--- src/rtl/irqc_pkg.sv ---
package irqc_pkg;

  typedef enum logic [1:0] {
    SENSE_LOW  = 2'b00,
    SENSE_ANY  = 2'b01,
    SENSE_FALL = 2'b10,
    SENSE_RISE = 2'b11
  } sense_e;

  localparam int REG_W    = 8;
  localparam int EXT_BIT  = 6;
  localparam int GIE_BIT  = 7;
  localparam logic [1:0] ADDR_MASK = 2'd0;
  localparam logic [1:0] ADDR_FLAG = 2'd1;
  localparam logic [1:0] ADDR_CTRL = 2'd2;

  // Tell whether a synchronized pin transition matches the selected sense
  function automatic logic edge_hit(sense_e mode, logic prev, logic cur);
    logic hit;
    case (mode)
      SENSE_ANY:  hit = prev ^ cur;
      SENSE_FALL: hit = prev & ~cur;
      SENSE_RISE: hit = ~prev & cur;
      default:    hit = 1'b0;
    endcase
    return hit;
  endfunction

endpackage

--- src/rtl/irqc_pin_sense.sv ---
module irqc_pin_sense
  import irqc_pkg::*;
#(
  parameter int SYNC_STAGES = 2
) (
  input  logic   clk,
  input  logic   rst_n,
  input  logic   pin_i,
  input  sense_e mode_i,
  output logic   edge_o,
  output logic   level_req_o
);

  localparam int TOP = SYNC_STAGES - 1;

  logic [SYNC_STAGES-1:0] sync_q;
  logic                   prev_q;

  // The synchronizer resets to the idle-high pin level, so leaving reset
  // does not look like an edge.
  always_ff @(posedge clk or negedge rst_n) begin
    if (!rst_n) begin
      sync_q <= '1;
      prev_q <= 1'b1;
    end else begin
      sync_q <= {sync_q[SYNC_STAGES-2:0], pin_i};
      prev_q <= sync_q[TOP];
    end
  end

  assign edge_o      = edge_hit(mode_i, prev_q, sync_q[TOP]);
  assign level_req_o = (mode_i == SENSE_LOW) && !sync_q[TOP];

endmodule

--- src/rtl/irqc_flag_bank.sv ---
module irqc_flag_bank #(
  parameter int N = 4
) (
  input  logic         clk,
  input  logic         rst_n,
  input  logic [N-1:0] set_i,
  input  logic [N-1:0] clr_i,
  output logic [N-1:0] flag_o
);

  logic [N-1:0] flag_q;

  // A set in the same cycle beats a clear, so no new request is lost.
  always_ff @(posedge clk or negedge rst_n) begin
    if (!rst_n) flag_q <= '0;
    else        flag_q <= (flag_q & ~clr_i) | set_i;
  end

  assign flag_o = flag_q;

endmodule

--- src/rtl/irqc_arbiter.sv ---
module irqc_arbiter #(
  parameter int N     = 4,
  parameter int VEC_W = 3
) (
  input  logic [N-1:0]     active_i,
  input  logic             gie_i,
  output logic             valid_o,
  output logic [VEC_W-1:0] vec_o,
  output logic [N-1:0]     grant_o
);

  // Fixed priority: the lowest source index, and so the lowest vector, wins.
  function automatic int first_index(logic [N-1:0] v);
    int idx;
    idx = 0;
    for (int i = N - 1; i >= 0; i--) begin
      if (v[i]) idx = i;
    end
    return idx;
  endfunction

  int win;

  always_comb begin
    win     = first_index(active_i);
    valid_o = gie_i && (|active_i);
    vec_o   = valid_o ? VEC_W'(win + 1) : '0;
    grant_o = '0;
    if (valid_o) grant_o[win] = 1'b1;
  end

endmodule

--- src/rtl/irqc_top.sv ---
module irqc_top
  import irqc_pkg::*;
#(
  parameter int NUM_SRC     = 4,
  parameter int SYNC_STAGES = 2,
  localparam int NUM_INT    = NUM_SRC - 1,
  localparam int VEC_W      = $clog2(NUM_SRC + 1)
) (
  input  logic               clk,
  input  logic               rst_n,
  input  logic               ext_pin_i,
  input  logic [NUM_INT-1:0] src_req_i,
  input  logic               bus_wr_i,
  input  logic [1:0]         bus_addr_i,
  input  logic [7:0]         bus_wdata_i,
  output logic [7:0]         bus_rdata_o,
  output logic               irq_valid_o,
  output logic [VEC_W-1:0]   irq_vector_o,
  input  logic               cpu_ack_i,
  input  logic               cpu_ret_i
);

  // Source index 0 is the pin and sits at register bit 6.
  // Source k >= 1 sits at register bit k-1.
  function automatic logic [REG_W-1:0] to_reg(logic [NUM_SRC-1:0] v);
    logic [REG_W-1:0] r;
    r          = '0;
    r[EXT_BIT] = v[0];
    for (int j = 1; j < NUM_SRC; j++) r[j-1] = v[j];
    return r;
  endfunction

  function automatic logic [NUM_SRC-1:0] from_reg(logic [REG_W-1:0] r);
    logic [NUM_SRC-1:0] v;
    v[0] = r[EXT_BIT];
    for (int j = 1; j < NUM_SRC; j++) v[j] = r[j-1];
    return v;
  endfunction

  logic [NUM_SRC-1:0] mask_q;
  logic [NUM_SRC-1:0] flag_q;
  logic [NUM_SRC-1:0] flag_set;
  logic [NUM_SRC-1:0] flag_clr;
  logic [NUM_SRC-1:0] pending;
  logic [NUM_SRC-1:0] active;
  logic [NUM_SRC-1:0] grant_w;
  sense_e             mode_q;
  logic               gie_q;
  logic               pin_edge;
  logic               pin_level;
  logic               ack_fire;
  logic               wr_mask;
  logic               wr_flag;
  logic               wr_ctrl;

  assign wr_mask  = bus_wr_i && (bus_addr_i == ADDR_MASK);
  assign wr_flag  = bus_wr_i && (bus_addr_i == ADDR_FLAG);
  assign wr_ctrl  = bus_wr_i && (bus_addr_i == ADDR_CTRL);
  assign ack_fire = cpu_ack_i && irq_valid_o;

  irqc_pin_sense #(.SYNC_STAGES(SYNC_STAGES)) u_sense (
    .clk         (clk),
    .rst_n       (rst_n),
    .pin_i       (ext_pin_i),
    .mode_i      (mode_q),
    .edge_o      (pin_edge),
    .level_req_o (pin_level)
  );

  // Flag set and clear events, kept as named wires for the checker.
  always_comb begin
    flag_set    = '0;
    flag_set[0] = pin_edge && (mode_q != SENSE_LOW);
    for (int k = 1; k < NUM_SRC; k++) flag_set[k] = src_req_i[k-1];
    flag_clr = (wr_flag ? from_reg(bus_wdata_i) : '0)
             | (ack_fire ? grant_w : '0);
    if (mode_q == SENSE_LOW) flag_clr[0] = 1'b1;
  end

  irqc_flag_bank #(.N(NUM_SRC)) u_flags (
    .clk    (clk),
    .rst_n  (rst_n),
    .set_i  (flag_set),
    .clr_i  (flag_clr),
    .flag_o (flag_q)
  );

  always_comb begin
    pending    = flag_q;
    pending[0] = (mode_q == SENSE_LOW) ? pin_level : flag_q[0];
    active     = pending & mask_q;
  end

  irqc_arbiter #(.N(NUM_SRC), .VEC_W(VEC_W)) u_arb (
    .active_i (active),
    .gie_i    (gie_q),
    .valid_o  (irq_valid_o),
    .vec_o    (irq_vector_o),
    .grant_o  (grant_w)
  );

  always_ff @(posedge clk or negedge rst_n) begin
    if (!rst_n) begin
      mask_q <= '0;
      mode_q <= SENSE_LOW;
      gie_q  <= 1'b0;
    end else begin
      if (wr_mask) mask_q <= from_reg(bus_wdata_i);
      if (wr_ctrl) mode_q <= sense_e'(bus_wdata_i[1:0]);
      if (ack_fire)       gie_q <= 1'b0;
      else if (wr_ctrl)   gie_q <= bus_wdata_i[GIE_BIT];
      else if (cpu_ret_i) gie_q <= 1'b1;
    end
  end

  always_comb begin
    case (bus_addr_i)
      ADDR_MASK: bus_rdata_o = to_reg(mask_q);
      ADDR_FLAG: bus_rdata_o = to_reg(flag_q);
      ADDR_CTRL: bus_rdata_o = {gie_q, 5'b0, mode_q};
      default:   bus_rdata_o = '0;
    endcase
  end

endmodule

--- config.mk ---
export PLATFORM = sky130hd
export DESIGN_NAME = irqc_top
export DESIGN_NICKNAME = d
export VERILOG_FILES = /design/src/rtl/irqc_pkg.sv /design/src/rtl/irqc_pin_sense.sv /design/src/rtl/irqc_flag_bank.sv /design/src/rtl/irqc_arbiter.sv /design/src/rtl/irqc_top.sv
export SDC_FILE = /design/constraint.sdc
export NUM_CORES = 1
export LEC_CHECK = 0
export BUFFER_PORTS_ARGS = -buffer_cell sky130_fd_sc_hd__clkbuf_2
export CAP_MARGIN = 20
export CELL_PAD_IN_SITES_DETAIL_PLACEMENT = 0
export CELL_PAD_IN_SITES_GLOBAL_PLACEMENT = 2
export CORE_UTILIZATION = 28
export DETAILED_ROUTE_END_ITERATION = 6
export PLACE_DENSITY_LB_ADDON = 0.1
export SLEW_MARGIN = 10
export SYNTH_ARGS = -nofsm -noshare
export SYNTH_HDL_FRONTEND = slang
export SYNTH_SLANG_ARGS = --single-unit
--- constraint.sdc ---
create_clock -name clk -period 2.1 [get_ports clk]
set_clock_uncertainty 0.15 [all_clocks]
set_input_delay 0.42 -clock clk [delete_from_list [all_inputs] [get_ports clk]]
set_output_delay 0.42 -clock clk [all_outputs]
set_load 0.1 [all_outputs]
### Word level (Yosys, flattened, before mapping)

Cells that the tools add are included.

| storage, ports and cells | value |
|---|---|
| input port bits | 19 |
| output and inout bits | 12 |
| logic and storage cells | 55 |
| register bits | 14 |

| operators by class | value |
|---|---|
| bitwise logic cells | 10 |
| magnitude comparators | 2 |
| reductions and logical operators | 14 |
| $add $sub $neg | 1 |
| eq/ne operators | 5 |
| multiplexer cells | 17 |

Operator list:

| kind | number |
|---|---|
| 32-bit 2-to-1 mux | 3 |
| 32-bit by 1-bit >= comparator with 1-bit output, second input constant | 1 |
| 32-bit by 4-bit < comparator with 1-bit output, second input constant | 1 |
| 8-bit case mux with 3 select lines | 1 |
| 4-bit 2-to-1 mux | 3 |
| 4-bit bitwise AND | 2 |
| 1-bit logical AND | 8 |
| 4-bit OR | 2 |
| 2-bit equality test, second input constant | 3 |
| 1-bit 2-to-1 mux | 6 |
| 2-bit by 1-bit equality test with 1-bit output, second input constant | 2 |
| 2-bit logical NOT | 2 |
| 4-bit NOT | 1 |
| 4-bit OR reduction | 1 |
| 3-bit by 2-bit adder with 3-bit output, second input constant | 1 |
| 3-bit 2-to-1 mux | 1 |
| 1-bit case mux with 3 select lines | 1 |
| 3-bit nonzero test | 1 |
| 1-bit bitwise AND | 2 |
| 1-bit demux with 2-bit select | 1 |
| 2-bit 2-to-1 mux | 1 |
| 1-bit NOT | 2 |
| 2-bit nonzero test | 1 |
| 1-bit logical NOT | 1 |
| 1-bit XOR | 1 |

### Logic depth before layout (Yosys ltp)

| depth | value |
|---|---|
| word-level depth | 19 |
| mapped depth | 5 |
| mapped depth without buffers | 4 |

### Cells and area by module

A second synthesis with hierarchy kept.

| unflattened totals | value |
|---|---|
| cell total of the unflattened synthesis | 89 |
| area, all modules | 952.2 um^2 |

By module, submodules not included:

| module | cells each | sequential area each (um^2) | area an instance (um^2) | instances |
|---|---|---|---|---|
| irqc_top | 48 | 175.2 | 525.5 | 1 |
| irqc_flag_bank | 12 | 100.1 | 145.1 | 1 |
| irqc_pin_sense | 11 | 78.8 | 142.6 | 1 |
| irqc_arbiter | 18 | 0.0 | 138.9 | 1 |

### Worst setup path before layout

OpenSTA, ideal clock, no wires.

| timing | value |
|---|---|
| path type | reg2out |
| start | register mode_q[1] |
| end | output port irq_vector_o[0] |
| cell stages (with the launch flop) | 4 |
| buffers on the path | 0 |
| data arrival time | 3156 ps |
| slack | -1626 ps |
| data required time | 1530 ps |
| cell sequence | dfrtp_1 > or3_1 > a21bo_2 > a21boi_0 |

| on the way | value |
|---|---|
| word-level cells in the longest chain between the ends | 7 |
| elaborated cells on any way between the ends | 9 |
| those cells by class | add/sub: 1; mux: 3; bitwise: 1; reduce/logical: 4 |

Ends and longest elaborated chain:

| what | RTL line | source |
|---|---|---|
| from (decl) | irqc_top.sv:47 | `sense_e mode_q;` |
| from (signal assigned) | irqc_top.sv:109 | `if (wr_ctrl) mode_q <= sense_e'(bus_wdata_i[1:0]);` |
| 2-bit logical NOT * | irqc_pin_sense.sv:32, irqc_top.sv:90 |  |
| 1-bit logical AND | irqc_pin_sense.sv:32 | `assign level_req_o = (mode_i == SENSE_LOW) && !sync_q[TOP];` |
| 1-bit 2-to-1 mux * | irqc_top.sv:90 | `pending[0] = (mode_q == SENSE_LOW) ? pin_level : flag_q[0];` |
| 4-bit bitwise AND * | irqc_top.sv:91 | `active = pending & mask_q;` |
| 32-bit 2-to-1 mux or 4-bit OR reduction (tied branches) | irqc_arbiter.sv:17, irqc_arbiter.sv:26 |  |
| 3-bit by 2-bit adder with 3-bit output or 1-bit logical AND (tied branches) | irqc_arbiter.sv:27, irqc_arbiter.sv:26 |  |
| 3-bit 2-to-1 mux * | irqc_arbiter.sv:27 | `vec_o = valid_o ? VEC_W'(win + 1) : '0;` |
| to (decl) | irqc_top.sv:18 | `output logic [VEC_W-1:0] irq_vector_o,` |

Every way passes the cells marked *; elsewhere a longest branch is shown, timed or not.

### Worst setup path in the final report

| timing | value |
|---|---|
| start | register mode_q[0] |
| end | output port irq_vector_o[1] |

The elaborated chain is that of the path after synthesis.

==> flow_summary_export.csv <==
group,metric,value,unit
place,dp_hpwl,1430,µm
hold_path,hold_path_class,"in2reg",
layout,stdcell_area,1220,µm²
timing,fin_crit_sh,1.08,
detailed_routing,route.detailed.drc,0,
setup_path,crit_required,1.53,ns
place,port_buffers,24,
setup_path,critical_path.max_fanout,6,
timing,max_clock_freq,0.442,GHz
detailed_routing,wirelength,1800,µm
floorplanning,die_area,3080,µm²
power,peakVddDrop,679,µV
timing,slew_violations,0,
floorplanning,die-height,55.5,µm
synth,synth.ff_latch_count,14,
timing,rsz0062_at_grt,"yes",
synth,synth_top_area_frac,0.344,
floorplanning,ios,31,
timing,worst_slack,-0.165,ns
clock_tree,cts_tree,"built",
synth,syn-cell-area,801,µm²
synth,synth-compound-area-share,0.117,
global_route,grt_max_degree,15,
place,gp_congestion,0.727,
floorplanning,die_x,55.5,µm
layout,fin_nets,132,
clock_tree,clk_latency,0.27,ns
job,cap_violations,0,
detailed_routing,dr.pass1.iters,4,
clock_tree,path_clk_slew,0.08,ns
detailed_routing,postRouteAntennaNets,0,
synth,yosysUniqueCellTypes,28,
floorplanning,num_rows,19,
place,placed_area,1110,µm²
synth,synthAdderAreaFrac,0.0313,
layout,fillers,259,
detailed_routing,wire_per_inst,12.7,µm
timing,hold_viol,0,
synth,yosys-mux-area-fraction,0.148,
setup_path,crit_path_end_kind,"output pin",
synth,synth-seq-area-share,0.442,
clock_tree,clock-sinks,14,
synth,synthCells,76,
timing,setup_viol,4,
clock_tree,cts-root-buf,"clkbuf_4",
synth,ys_async_sr_fraction,1.00,
layout,instances_no_fill,141,
detailed_routing,vias,677,
synth,synthTopCellsByCount,"11 x dfrtp_1, 8 x nand2_1, 7 x mux2_2, 5 x nor2_1",
global_route,grt_first_pass_wirelength,3100,µm
synth,synth.avg_cell_area,10.5,µm²
setup_path,arrival,1.69,ns
detailed_routing,via_per_inst,4.80,
layout,syn2layout_area_growth,52.7,%
clock_tree,cts_buffers,3,
floorplanning,core,2730,µm²
global_route,track_usage,0.130,
status,violations,"setup timing",
synth,yosys.area_share.simple,0.203,
place,placed_cells,130,
floorplanning,start_util,0.293,
synth,yosys-top-cells-area,"dfrtp_1 34%, dfstp_2 9.8%, mux2_2 9.8%, mux2i_1 5.0%, buf_4 3.8%",
layout,drive_above_1_share,0.591,
synth,synth_xor_area_frac,0,
synth,synth_edf_count,0,
synth,yosysWarnings,0,
synth,ys.flop_type,"dfrtp_1",
power,leakagePower,0.551,nW
clock_tree,cts_max_path_buffers,2,
setup_path,crit_path_start_kind,"flop",
synth,synth_top_family_by_area,"simple AND/OR/NAND/NOR gates",
clock_tree,htreeDepth,1,
layout,utilization,0.447,
synth,synth.most_common_cell,"dfrtp_1",
global_route,grt.overflow.total,0,
layout,seq_area,354,µm²
detailed_routing,drt_iter0_markers,8,
global_route,grt_pass1_vias,670,
status,status,"finished with violations",
layout,multi_input_area,460,µm²
power,power.density,1080,nW/µm²
global_route,grt_antenna_before_repair,0,
synth,yosysTopAreaCell,"dfrtp_1",
timing,layout_min_cycle_time,2.26,ns
setup_path,crit_type,"reg2out",
layout,diodes,0,
power breakdown:
group	total [mW]	internal, mW	switching (mW)	leakage [nW]
combinational	0.765	0.305	0.460	0.376
clock	0.188	0.105	0.0831	0.0210
sequential	0.366	0.317	0.0491	0.154
total	1.32	0.728	0.592	0.551
timing repair:
| item | in CTS | in global routing |
|---|---|---|
| resized for setup | 2 | 4 |
| buffers inserted | 5 | 1 |
| pin swaps | 2 | 1 |
| endpoints found under the setup margin | 4 | 4 |
| hold endpoints to repair | 11 | 0 |
| hold buffers | 1 | 0 |
critical path: stages, from the launching register on:
cell,delay (ns)
dfrtp_1,0.40
or3_1,0.37
a21bo_4,0.25
and3b_2,0.23
buf_12,0.16
kinds of logic (layout without fill, tap and decap cells):
logic type                 count (synthesis)  in the layout
and+or+nand+nor                           29             29
muxes                                     11             11
other                                      1              3
buffers and inverters                      7             39
adders and majority gates                  2              2
DFF                                       14             14
AOI/OAI and AO/OA                         12             12
cells in the final DEF (no fill, tap or decap), types with 2 or more instances in the layout:
| master | Yosys | layout |
|---|---|---|
| clkbuf_2 | 0 | 15 |
| dfrtp_1 | 11 | 11 |
| buf_12 | 0 | 9 |
| buf_4 | 4 | 8 |
| nand2_1 | 8 | 7 |
| mux2_2 | 7 | 7 |
| mux2i_1 | 4 | 4 |
| o21ai_2 | 0 | 3 |
| nand3_1 | 4 | 3 |
| a31o_2 | 3 | 3 |
| conb_1 | 1 | 3 |
| clkbuf_4 | 0 | 3 |
| dfstp_2 | 3 | 3 |
| inv_1 | 2 | 2 |
| and2_1 | 3 | 2 |
| nand3b_1 | 2 | 2 |
| a221oi_1 | 2 | 2 |
| nor2_2 | 0 | 2 |
| nor2_1 | 5 | 2 |
| ha_1 | 2 | 2 |
layer usage:
layer / wire length (µm) / part of all wire / vias to the layer above / global-route usage
met3: 74 / 0.041 / 2 / 0.0211
li1: - / - / 332 / -
met4: 8 / 0.0045 / 0 / 0.0429
met5: 0 / 0 / - / 0
met1: 884 / 0.49 / 324 / 0.186
met2: 829 / 0.46 / 19 / 0.200
stage by stage:
| step | setup slack (ns) | setup TNS [ns] | hold WS [ns] | power (mW) |
|---|---|---|---|---|
| floorplan | -0.363 | -0.373 | -0.0256 | 0.847 |
| global placement | 0.0571 | 0 | 0.196 | 1.09 |
| detailed placement | 0.0651 | 0 | 0.197 | 1.09 |
| CTS | -0.178 | -0.608 | 0.0551 | 1.32 |
| global route | -0.221 | -0.755 | 0.0446 | 1.39 |
| finish | -0.165 | -0.507 | 0.0691 | 1.32 |
sequential cells by signal, indices dropped and copies added (netlist names):
| register | flops |
|---|---|
| u_flags.flag_o | 4 |
| mode_q | 2 |
| gie_q | 1 |
| u_sense.prev_q | 1 |
| u_sense.sync_q | 2 |
| mask_q | 4 |
final timing paths:
| kind | from | to | slack [ns] | cells past startpoint |
|---|---|---|---|---|
| worst max-delay path | mode_q[0] | irq_vector_o[1] | -0.16 | 4 |
| worst min-delay path | ext_pin_i | u_sense.sync_q[0] | 0.07 | 1 |
| worst max register to register | u_sense.sync_q[1] | u_flags.flag_o[0] | 0.43 | 5 |
| worst min register to register | u_sense.sync_q[0] | u_sense.sync_q[1] | 0.21 | 0 |
| max in group asynchronous | rst_n | u_sense.prev_q | 1.07 | 2 |
| min in group asynchronous | rst_n | gie_q | 0.43 | 2 |
area by class of cell:
class | instances | share of cell area
Inverter | 2 | 0.00614
Timing Repair Buffer | 33 | 0.266
Clock buffer | 4 | 0.0297
Sequential cell | 14 | 0.290
Multi-Input combinational cell | 57 | 0.377
Tap cell | 31 | 0.0317
No activity file was read; power rests on OpenSTA's default activity.
